File: config.mk
export PLATFORM = sky130hd
export DESIGN_NAME = pwr_ctl_unit
export DESIGN_NICKNAME = d
export VERILOG_FILES = /design/src/rtl/pwrc_pkg.sv /design/src/rtl/pwrc_route.sv /design/src/rtl/pwrc_wake.sv /design/src/rtl/pwrc_regs.sv /design/src/rtl/pwr_ctl_unit.sv
export SDC_FILE = /design/constraint.sdc
export NUM_CORES = 1
export LEC_CHECK = 0
export ABC_AREA = 1
export BUFFER_PORTS_ARGS = -buffer_cell sky130_fd_sc_hd__clkbuf_2
export CORE_MARGIN = 3
export CORE_UTILIZATION = 44
export CTS_BUF_LIST = sky130_fd_sc_hd__clkbuf_4 sky130_fd_sc_hd__clkbuf_8
export CTS_CLUSTER_SIZE = 12
export DETAILED_ROUTE_END_ITERATION = 12
export PLACE_DENSITY = 0.95
export RECOVER_POWER = 100
export SETUP_SLACK_MARGIN = 0.5
export SLEW_MARGIN = 10
export SYNTH_ARGS = -nofsm -noshare
export SYNTH_HDL_FRONTEND = slang
export SYNTH_SLANG_ARGS = --single-unit
File: constraint.sdc
create_clock -name clk -period 5.3 [get_ports clk]
set_clock_uncertainty 0.2 [all_clocks]
set_input_delay 0.795 -clock clk [delete_from_list [all_inputs] [get_ports clk]]
set_output_delay 0.795 -clock clk [all_outputs]
set_load 0.03 [all_outputs]
File: src/rtl/pwrc_pkg.sv
package pwrc_pkg;

    localparam int REG_W     = 8;
    localparam int LPMEM_BIT = 4;

    localparam logic [REG_W-1:0] IMG_PWRON = 8'h30;
    localparam logic [REG_W-1:0] IMG_BROWN = 8'h20;
    localparam logic [REG_W-1:0] IMG_OTHER = 8'h00;

    typedef enum logic [1:0] {
        SRC_NONE  = 2'd0,
        SRC_PWRON = 2'd1,
        SRC_BROWN = 2'd2,
        SRC_OTHER = 2'd3
    } rst_src_e;

    typedef enum logic [1:0] {
        PM_RUN  = 2'd0,
        PM_IDLE = 2'd1,
        PM_DOWN = 2'd2
    } pmode_e;

    // bit order is software-visible
    typedef struct packed {
        logic baud_x2;
        logic fe_sel;
        logic brown_flag;
        logic pwron_flag;
        logic gp1;
        logic gp0;
        logic pdown;
        logic idle;
    } pctl_t;

    typedef struct packed {
        logic bo_rst;
        logic bo_int;
        logic wdt_rst;
        logic wdt_int;
        logic ext_rst;
    } route_t;

    function automatic pctl_t reset_image(rst_src_e src);
        case (src)
            SRC_PWRON: return pctl_t'(IMG_PWRON);
            SRC_BROWN: return pctl_t'(IMG_BROWN);
            default:   return pctl_t'(IMG_OTHER);
        endcase
    endfunction

    function automatic pmode_e mode_of(pctl_t r);
        if (r.pdown)     return PM_DOWN;
        else if (r.idle) return PM_IDLE;
        else             return PM_RUN;
    endfunction

endpackage

File: src/rtl/pwrc_route.sv
module pwrc_route
    import pwrc_pkg::*;
(
    input  logic     clk,
    input  logic     por_i,
    input  logic     bo_evt_i,
    input  logic     bo_off_i,
    input  logic     bo_irq_mode_i,
    input  logic     wdt_evt_i,
    input  logic     wdt_rst_mode_i,
    input  logic     ext_rst_i,
    input  logic     ext_rst_en_i,
    output route_t   route_o,
    output rst_src_e src_o
);

    always_comb begin
        route_o         = '0;
        route_o.bo_rst  = bo_evt_i && !bo_off_i && !bo_irq_mode_i;
        route_o.bo_int  = bo_evt_i && !bo_off_i &&  bo_irq_mode_i;
        route_o.wdt_rst = wdt_evt_i &&  wdt_rst_mode_i;
        route_o.wdt_int = wdt_evt_i && !wdt_rst_mode_i;
        route_o.ext_rst = ext_rst_i && ext_rst_en_i;
    end

    // priority: power-on, then brownout, then the rest
    always_comb begin
        if (por_i)
            src_o = SRC_PWRON;
        else if (route_o.bo_rst)
            src_o = SRC_BROWN;
        else if (route_o.wdt_rst || route_o.ext_rst)
            src_o = SRC_OTHER;
        else
            src_o = SRC_NONE;
    end

    AST_BO_OFF_QUIET: assert property (@(posedge clk) disable iff (por_i)
        bo_off_i |-> (!route_o.bo_rst && !route_o.bo_int));

    AST_WDT_ONE_ROUTE: assert property (@(posedge clk) disable iff (por_i)
        !(route_o.wdt_rst && route_o.wdt_int));

    AST_EXT_GATED: assert property (@(posedge clk) disable iff (por_i)
        (!ext_rst_en_i && !bo_evt_i && !wdt_evt_i) |-> (src_o == SRC_NONE));

endmodule

File: src/rtl/pwrc_wake.sv
module pwrc_wake #(
    parameter int N_EXT = 2,
    parameter int N_CMP = 2
) (
    input  logic             clk,
    input  logic             por_i,
    input  logic             in_pdown_i,
    input  logic [N_EXT-1:0] ext_evt_i,
    input  logic [N_EXT-1:0] ext_ie_i,
    input  logic             kbd_evt_i,
    input  logic             kbd_ie_i,
    input  logic [N_CMP-1:0] cmp_evt_i,
    input  logic [N_CMP-1:0] cmp_ie_i,
    input  logic             adc_evt_i,
    input  logic             adc_en_i,
    input  logic             adc_ie_i,
    input  logic             adc_rcclk_i,
    input  logic             bo_int_i,
    input  logic             bo_ie_i,
    input  logic             wdt_int_i,
    input  logic             wdt_ie_i,
    output logic             wake_o
);

    logic [N_EXT-1:0] ext_q;
    logic [N_CMP-1:0] cmp_q;
    logic             adc_q;
    logic             misc_q;

    for (genvar g = 0; g < N_EXT; g++) begin : g_ext
        assign ext_q[g] = ext_evt_i[g] && ext_ie_i[g];
    end

    for (genvar g = 0; g < N_CMP; g++) begin : g_cmp
        assign cmp_q[g] = cmp_evt_i[g] && cmp_ie_i[g];
    end

    // power-down stops the main clock, so the converter needs its own
    assign adc_q  = adc_evt_i && adc_en_i && adc_ie_i && (adc_rcclk_i || !in_pdown_i);
    assign misc_q = (kbd_evt_i && kbd_ie_i) || (bo_int_i && bo_ie_i) || (wdt_int_i && wdt_ie_i);

    assign wake_o = (|ext_q) || (|cmp_q) || adc_q || misc_q;

    AST_NO_WAKE_UNARMED: assert property (@(posedge clk) disable iff (por_i)
        (ext_ie_i == '0 && cmp_ie_i == '0 && !kbd_ie_i && !adc_ie_i && !bo_ie_i && !wdt_ie_i)
        |-> !wake_o);

    AST_ADC_PDOWN_CLK: assert property (@(posedge clk) disable iff (por_i)
        (in_pdown_i && !adc_rcclk_i && ext_evt_i == '0 && cmp_evt_i == '0
         && !kbd_evt_i && !bo_int_i && !wdt_int_i) |-> !wake_o);

endmodule

File: src/rtl/pwrc_regs.sv
module pwrc_regs
    import pwrc_pkg::*;
(
    input  logic             clk,
    input  logic             por_i,
    input  rst_src_e         src_i,
    input  logic             wr_i,
    input  logic             addr_i,
    input  logic [REG_W-1:0] wdata_i,
    input  logic             bof_set_i,
    input  logic             wake_i,
    output pctl_t            pctl_o,
    output logic             lpmem_o
);

    pctl_t pctl_q;
    pctl_t pctl_d;
    logic  lpmem_q;

    // software first, then hardware overrides, then reset image
    always_comb begin
        pctl_d = pctl_q;
        if (wr_i && !addr_i)
            pctl_d = pctl_t'(wdata_i);
        if (bof_set_i)
            pctl_d.brown_flag = 1'b1;
        if (wake_i) begin
            pctl_d.pdown = 1'b0;
            pctl_d.idle  = 1'b0;
        end
        if (src_i != SRC_NONE)
            pctl_d = reset_image(src_i);
    end

    always_ff @(posedge clk) begin
        pctl_q <= pctl_d;
    end

    always_ff @(posedge clk) begin
        if (por_i)
            lpmem_q <= 1'b0;
        else if (wr_i && addr_i && wdata_i[LPMEM_BIT])
            lpmem_q <= 1'b1;
    end

    assign pctl_o  = pctl_q;
    assign lpmem_o = lpmem_q;

    AST_BROWN_IMAGE: assert property (@(posedge clk) disable iff (por_i)
        (src_i == SRC_BROWN) |=> (pctl_q == pctl_t'(IMG_BROWN)));

    AST_OTHER_IMAGE: assert property (@(posedge clk) disable iff (por_i)
        (src_i == SRC_OTHER) |=> (pctl_q == pctl_t'(IMG_OTHER)));

    AST_LPMEM_STICKY: assert property (@(posedge clk) disable iff (por_i)
        lpmem_q |=> lpmem_q);

    AST_WAKE_CLEARS_SLEEP: assert property (@(posedge clk) disable iff (por_i)
        (wake_i && src_i == SRC_NONE) |=> (!pctl_q.pdown && !pctl_q.idle));

    AST_BOF_SET: assert property (@(posedge clk) disable iff (por_i)
        (bof_set_i && src_i == SRC_NONE) |=> pctl_q.brown_flag);

endmodule

File: src/rtl/pwr_ctl_unit.sv
module pwr_ctl_unit
    import pwrc_pkg::*;
#(
    parameter int N_EXT = 2,
    parameter int N_CMP = 2
) (
    input  logic             clk,
    input  logic             por_i,
    input  logic             reg_wr_i,
    input  logic             reg_addr_i,
    input  logic [7:0]       reg_wdata_i,
    output logic [7:0]       reg_rdata_o,
    input  logic             bo_evt_i,
    input  logic             bo_off_i,
    input  logic             bo_irq_mode_i,
    input  logic             bo_ie_i,
    input  logic             wdt_evt_i,
    input  logic             wdt_rst_mode_i,
    input  logic             wdt_ie_i,
    input  logic             ext_rst_i,
    input  logic             ext_rst_en_i,
    input  logic [N_EXT-1:0] ext_evt_i,
    input  logic [N_EXT-1:0] ext_ie_i,
    input  logic             kbd_evt_i,
    input  logic             kbd_ie_i,
    input  logic [N_CMP-1:0] cmp_evt_i,
    input  logic [N_CMP-1:0] cmp_ie_i,
    input  logic             adc_evt_i,
    input  logic             adc_en_i,
    input  logic             adc_ie_i,
    input  logic             adc_rcclk_i,
    output logic             cpu_clk_en_o,
    output logic             per_clk_en_o,
    output logic             rst_o,
    output logic             wake_o,
    output logic             bo_int_o,
    output logic             wdt_int_o,
    output logic             low_pwr_mem_o
);

    route_t   route;
    rst_src_e src;
    pctl_t    pctl;
    pmode_e   mode;
    logic     wake_any;
    logic     lpmem;
    logic     rst_q;
    logic     wake_q;

    pwrc_route u_route (
        .clk            (clk),
        .por_i          (por_i),
        .bo_evt_i       (bo_evt_i),
        .bo_off_i       (bo_off_i),
        .bo_irq_mode_i  (bo_irq_mode_i),
        .wdt_evt_i      (wdt_evt_i),
        .wdt_rst_mode_i (wdt_rst_mode_i),
        .ext_rst_i      (ext_rst_i),
        .ext_rst_en_i   (ext_rst_en_i),
        .route_o        (route),
        .src_o          (src)
    );

    pwrc_wake #(
        .N_EXT (N_EXT),
        .N_CMP (N_CMP)
    ) u_wake (
        .clk         (clk),
        .por_i       (por_i),
        .in_pdown_i  (pctl.pdown),
        .ext_evt_i   (ext_evt_i),
        .ext_ie_i    (ext_ie_i),
        .kbd_evt_i   (kbd_evt_i),
        .kbd_ie_i    (kbd_ie_i),
        .cmp_evt_i   (cmp_evt_i),
        .cmp_ie_i    (cmp_ie_i),
        .adc_evt_i   (adc_evt_i),
        .adc_en_i    (adc_en_i),
        .adc_ie_i    (adc_ie_i),
        .adc_rcclk_i (adc_rcclk_i),
        .bo_int_i    (route.bo_int),
        .bo_ie_i     (bo_ie_i),
        .wdt_int_i   (route.wdt_int),
        .wdt_ie_i    (wdt_ie_i),
        .wake_o      (wake_any)
    );

    pwrc_regs u_regs (
        .clk       (clk),
        .por_i     (por_i),
        .src_i     (src),
        .wr_i      (reg_wr_i),
        .addr_i    (reg_addr_i),
        .wdata_i   (reg_wdata_i),
        .bof_set_i (route.bo_int),
        .wake_i    (wake_any),
        .pctl_o    (pctl),
        .lpmem_o   (lpmem)
    );

    always_ff @(posedge clk) begin
        rst_q  <= (src != SRC_NONE);
        wake_q <= por_i ? 1'b0 : wake_any;
    end

    assign mode          = mode_of(pctl);
    assign cpu_clk_en_o  = (mode == PM_RUN);
    assign per_clk_en_o  = (mode != PM_DOWN);
    assign rst_o         = rst_q;
    assign wake_o        = wake_q;
    assign bo_int_o      = route.bo_int;
    assign wdt_int_o     = route.wdt_int;
    assign low_pwr_mem_o = lpmem;

    always_comb begin
        reg_rdata_o = '0;
        if (reg_addr_i)
            reg_rdata_o[LPMEM_BIT] = lpmem;
        else
            reg_rdata_o = pctl;
    end

    AST_WDT_RESET_ROUTE: assert property (@(posedge clk) disable iff (por_i)
        (wdt_evt_i && wdt_rst_mode_i) |=> rst_o);

    AST_BROWN_RESET_ROUTE: assert property (@(posedge clk) disable iff (por_i)
        (bo_evt_i && !bo_off_i && !bo_irq_mode_i) |=> rst_o);

    AST_PDOWN_STOPS_ALL: assert property (@(posedge clk) disable iff (por_i)
        (reg_wr_i && !reg_addr_i && reg_wdata_i[1] && src == SRC_NONE && !wake_any)
        |=> (!cpu_clk_en_o && !per_clk_en_o));

    AST_WAKE_PULSE: assert property (@(posedge clk) disable iff (por_i)
        (wake_any && src == SRC_NONE) |=> (wake_o && cpu_clk_en_o && per_clk_en_o));

endmodule

======== Word level (Yosys, flattened, before mapping) ========
Index checks and enable logic that the tools add are counted.
word-level totals
  register bits ........................... 11
  bits of input ports ..................... 35
  output and inout bits ................... 15
  logic and storage cells ................. 65
operators by class
  eq/ne operators ......................... 3
  multiplexer cells ....................... 13
  reductions and logical operators ........ 38
operators by type and width
  kind                                                                    count
  1-bit logical AND                                                       19
  8-bit 2-to-1 mux                                                        2
  6-bit one-hot mux with 2 select lines                                   1
  2-bit 2-to-1 mux                                                        5
  1-bit logical OR                                                        7
  3-bit nonzero test                                                      2
  1-bit zero test                                                         5
  4-bit 2-to-1 mux                                                        1
  2-bit nonzero test                                                      2
  2-bit OR reduction                                                      2
  1-bit 2-to-1 mux                                                        3
  3-bit 2-to-1 mux                                                        1
  2-bit by 1-bit equality test with 1-bit output (second input constant)  1
  2-bit equality test (second input constant)                             1
  2-bit zero test                                                         1
  2-bit != test (second input constant)                                   1

======== Longest topological paths before layout ========
  word-level depth ........................ 9
  depth in mapped cells ................... 9
  mapped depth without buffers ............ 8

======== Modules after synthesis ========
From an unflattened synthesis, not the netlist that was laid out.
second synthesis, totals
  cell total of the unflattened synthesis .. 102
  area total of the unflattened synthesis .. 720.7 µm²
by module, submodules not included
  module        instances  cells each  area an instance (µm²)  sequential area each (µm²)
  pwrc_regs     1          39          426.7                   260.2
  pwr_ctl_unit  1          25          136.4                   40.0
  pwrc_route    1          18          81.3                    0.0
  pwrc_wake     1          20          76.3                    0.0

======== Worst setup path before layout ========
OpenSTA, ideal clock, no wires.
  path type ............................... input -> output
  from .................................... input port reg_addr_i
  to ...................................... output port reg_rdata_o[4]
  arrival time ............................ 1661 ps
  slack ................................... 2644 ps
  cell stages on the path ................. 3
  cells stage by stage .................... buf_4 > inv_1 > o21ai_0
between the ends
  cells in the longest elaborated chain, start to end .. 1
ends and longest elaborated chain
  element           line                 source
  from (decl)       pwr_ctl_unit.sv:10   input logic reg_addr_i,
  1-bit 2-to-1 mux  pwr_ctl_unit.sv:117  if (reg_addr_i)
  to (decl)         pwr_ctl_unit.sv:12   output logic [7:0] reg_rdata_o,
Every way passes these cells.

======== Worst setup path after layout ========
Same ends and word-level chain as after synthesis.

==> results.tsv <==
stage	metric	value	unit
status	status	finished, final reports clean	
global_routing	met3_usage	3.557	%
floorplan	die_area	2074	sq um
clock_network	clock_path_buffers	2	
worst_setup_path	critPathMaxFanout	9	
sta	final-setup-viol-count	0	
sta	tightest_slew	0.3768	ns
drt	vias	755	
global_routing	grt_max_degree	10	
synthesis	synth-seq-cells	11	
final_layout	area_growth	37.45	%
pwr	total_power	227.1	uW
worst_setup_path	crit_slowest_cell	clkbuf_1	
place	place_congestion	0.7227	
flow_run	drv_cap	0	
worst_setup_path	critical-path-max-stage-delay	0.33	ns
final_layout	finalCoreUtilization	68.42	%
global_routing	antenna_found_initial	0	
worst_setup_path	critPathKind	in -> out	
synthesis	syn-num-nets	136	
drt	drt-pass1-iter-count	4	
synthesis	synth_top_family_by_area	simple AND/OR/NAND/NOR gates	
place	dpl.hpwl	1461	microns
clock_network	cts_tree	yes	
worst_setup_path	crit_family	buffers and inverters	
final_layout	insertedDiodeCount	0	
worst_setup_path	cp_num_buf_inv	3	
final_layout	drive_gt1_share	25.33	%
sta	clock.fmax	368.2	MHz
synthesis	yosysWarnings	0	
sta	fin_crit_sh	51.24	%
drt	drt-total-wl	1647	microns
clock_network	cts_hold_buf	0	
sta	min_period	2.716	ns
synthesis	synth_top_area_share	34.91	%
floorplan	ios	50	
clock_network	cts.sinks	11	
sta	slew_headroom	74.99	%
pwr	power_density	240.1	nW/um^2
drt	wl_per_cell	9.982	microns
synthesis	syn_area	688.2	sq um
worst_setup_path	crit_top_cell	clkbuf_1	
synthesis	synthTopCellsByCount	24 x inv_1, 20 x nand2_1, 20 x nor2_1	
synthesis	synth_top_area_cell	edfxtp_1	
worst_setup_path	end_kind	output pin	
synthesis	synth_mux_area_share	0	%
synthesis	synth_simple_gate_area_share	30.18	%
drt	vias_per_cell	4.576	
global_routing	grt_pass1_vias	655	
clock_network	cts_resized	0	
sta	report.final.slew_viol_count	0	
synthesis	yosysMostFrequentCell	inv_1	
pwr	power.leakage	0.5498	nW
floorplan	die_h	45.55	microns
min_path	hold_path.class	reg -> reg	
synthesis	synth_fa_ha_area_share	3.636	%
worst_setup_path	worstPathRequired	4.30	ns
sta	rsz0062_at_grt	no	
synthesis	synth_area_leaders	edfxtp_1 35%, inv_1 13%, nand2_1 11%, nor2_1 11%, dfxtp_1 8.7%	
global_routing	grt_usage	16.57	%
sta	finalSetupTns	0	ns
floorplan	rows	13	
global_routing	grt_overflow	0	
global_routing	gr-usage-met1	15.72	%
synthesis	synth-seq-area-share	43.64	%
synthesis	netlist_instances	99	
drt	drc_errors	0	
worst_setup_path	setup.worst_path.start_class	input pin	
worst_setup_path	crit_path_cell_trace	clkbuf_1 > inv_1 > o21ai_0 > clkbuf_1	
clock_network	post-cts-setup-buffer-count	0	
synthesis	synth_cell_types	14	
place	port-buffer-count	49	
floorplan	core	1383	sq um
drt	first_iter_violations	19	
pwr	worst_ir_drop_vdd	0.08450	mV
global_routing	busiest_layer	met2	
synthesis	synth_compound_area_share	6.182	%
global_routing	grt_pass1_wl	2442	microns
clock_network	cts_buffers	3	
final_layout	nNetsFinal	188	
clock_network	clkTransAtPathRegs	0.06	ns
synthesis	synth-edff-count	8	
global_routing	met2_usage	32.03	%
floorplan	die_x	45.55	microns
synthesis	async_flop_share	0	%
synthesis	yosys.area_share.xor_xnor	0	%
synthesis	syn_area_per_cell	6.951	sq um
synthesis	ys.flop_type	edfxtp_1	
drt	postRouteAntennaNets	0	
clock_network	cts_root_buf	clkbuf_4	
clock_network	insertion_delay	0.27	ns
sta	hold_ws	0.2825	ns
sta	hold_violations	0	
worst_setup_path	cp_data_arrival_time	1.72	ns
clock_network	cts_htree_levels	1	
floorplan	start_util	49.77	%
registers in the layout, summed over array words and instances, names as in the netlist:
signal,cells
wake_o,1
u_regs.lpmem_o,1
rst_o,1
u_regs.pctl_o,8
cell usage in the layout (no fill, tap or decap):
| cell | netlist | routed |
|---|---|---|
| nand2_1 | 20 | 20 |
| nor2_4 | 1 | 1 |
| clkbuf_4 | 0 | 4 |
| nand4_1 | 1 | 1 |
| o21ai_0 | 3 | 3 |
| ha_1 | 2 | 2 |
| edfxtp_1 | 8 | 8 |
| o21bai_1 | 1 | 1 |
| nor2_1 | 20 | 20 |
| nand3_1 | 8 | 8 |
| dfxtp_1 | 3 | 3 |
| inv_2 | 2 | 1 |
| clkbuf_2 | 0 | 32 |
| inv_1 | 24 | 25 |
| clkbuf_1 | 0 | 17 |
| a21oi_1 | 4 | 4 |
path summary, 6_finish.rpt:
path | from | end | slack, ns | cells after the start
setup / recovery | reg_addr_i | reg_rdata_o[4] | 2.58 | 4
hold / removal | u_regs.lpmem_o | u_regs.lpmem_o | 0.28 | 2
setup reg to reg | u_regs.pctl_o[1] | u_regs.pctl_o[0] | 3.94 | 5
hold reg to reg | u_regs.lpmem_o | u_regs.lpmem_o | 0.28 | 2
cell type report:
class	instances	area [sq um]
Multi-Input combinational cell	60	275.3
Sequential cell	11	300.3
Timing Repair Buffer	49	224.0
Inverter	26	97.59
Tap cell	15	18.77
Fill cell	122	436.7
Clock buffer	4	30.03
cells by family (layout without fill, tap and decap cells):
group / count (synthesis) / count (layout)
simple gates: 50 / 50
buf+inv: 28 / 79
flops: 11 / 11
compound gates: 8 / 8
fa+ha+maj: 2 / 2
worst min-delay path, stage by stage, from the launching register on:
cell and delay (ns):
dfxtp_1 0.31, inv_1 0.06, a21oi_1 0.06
power by group:
| part | leakage (nW) | total, mW | switching [mW] | internal, mW |
|---|---|---|---|---|
| Combinational | 0.417 | 0.0614 | 0.0407 | 0.0208 |
| Clock | 0.0184 | 0.0611 | 0.0268 | 0.0342 |
| Sequential | 0.114 | 0.105 | 0.00253 | 0.102 |
stage by stage:
step                      setup slack [ns]  instance area [sq um]  cells
final                                2.584                  945.9    165
after floorplan                      2.644                  688.2     99
after CTS                            2.845                  967.2    165
after global routing                 2.483                  945.9    165
after global placement               2.796                  937.1    161
after detailed placement             2.719                  937.1    161
routing by layer:
metal / vias to the layer above / part of all wire (%)
li1: 399 / -
met1: 331 / 37
met2: 22 / 57
met3: 3 / 4.9
met4: 0 / 1.5
met5: - / 0
Note: power is estimated with default switching activity, not from simulation.
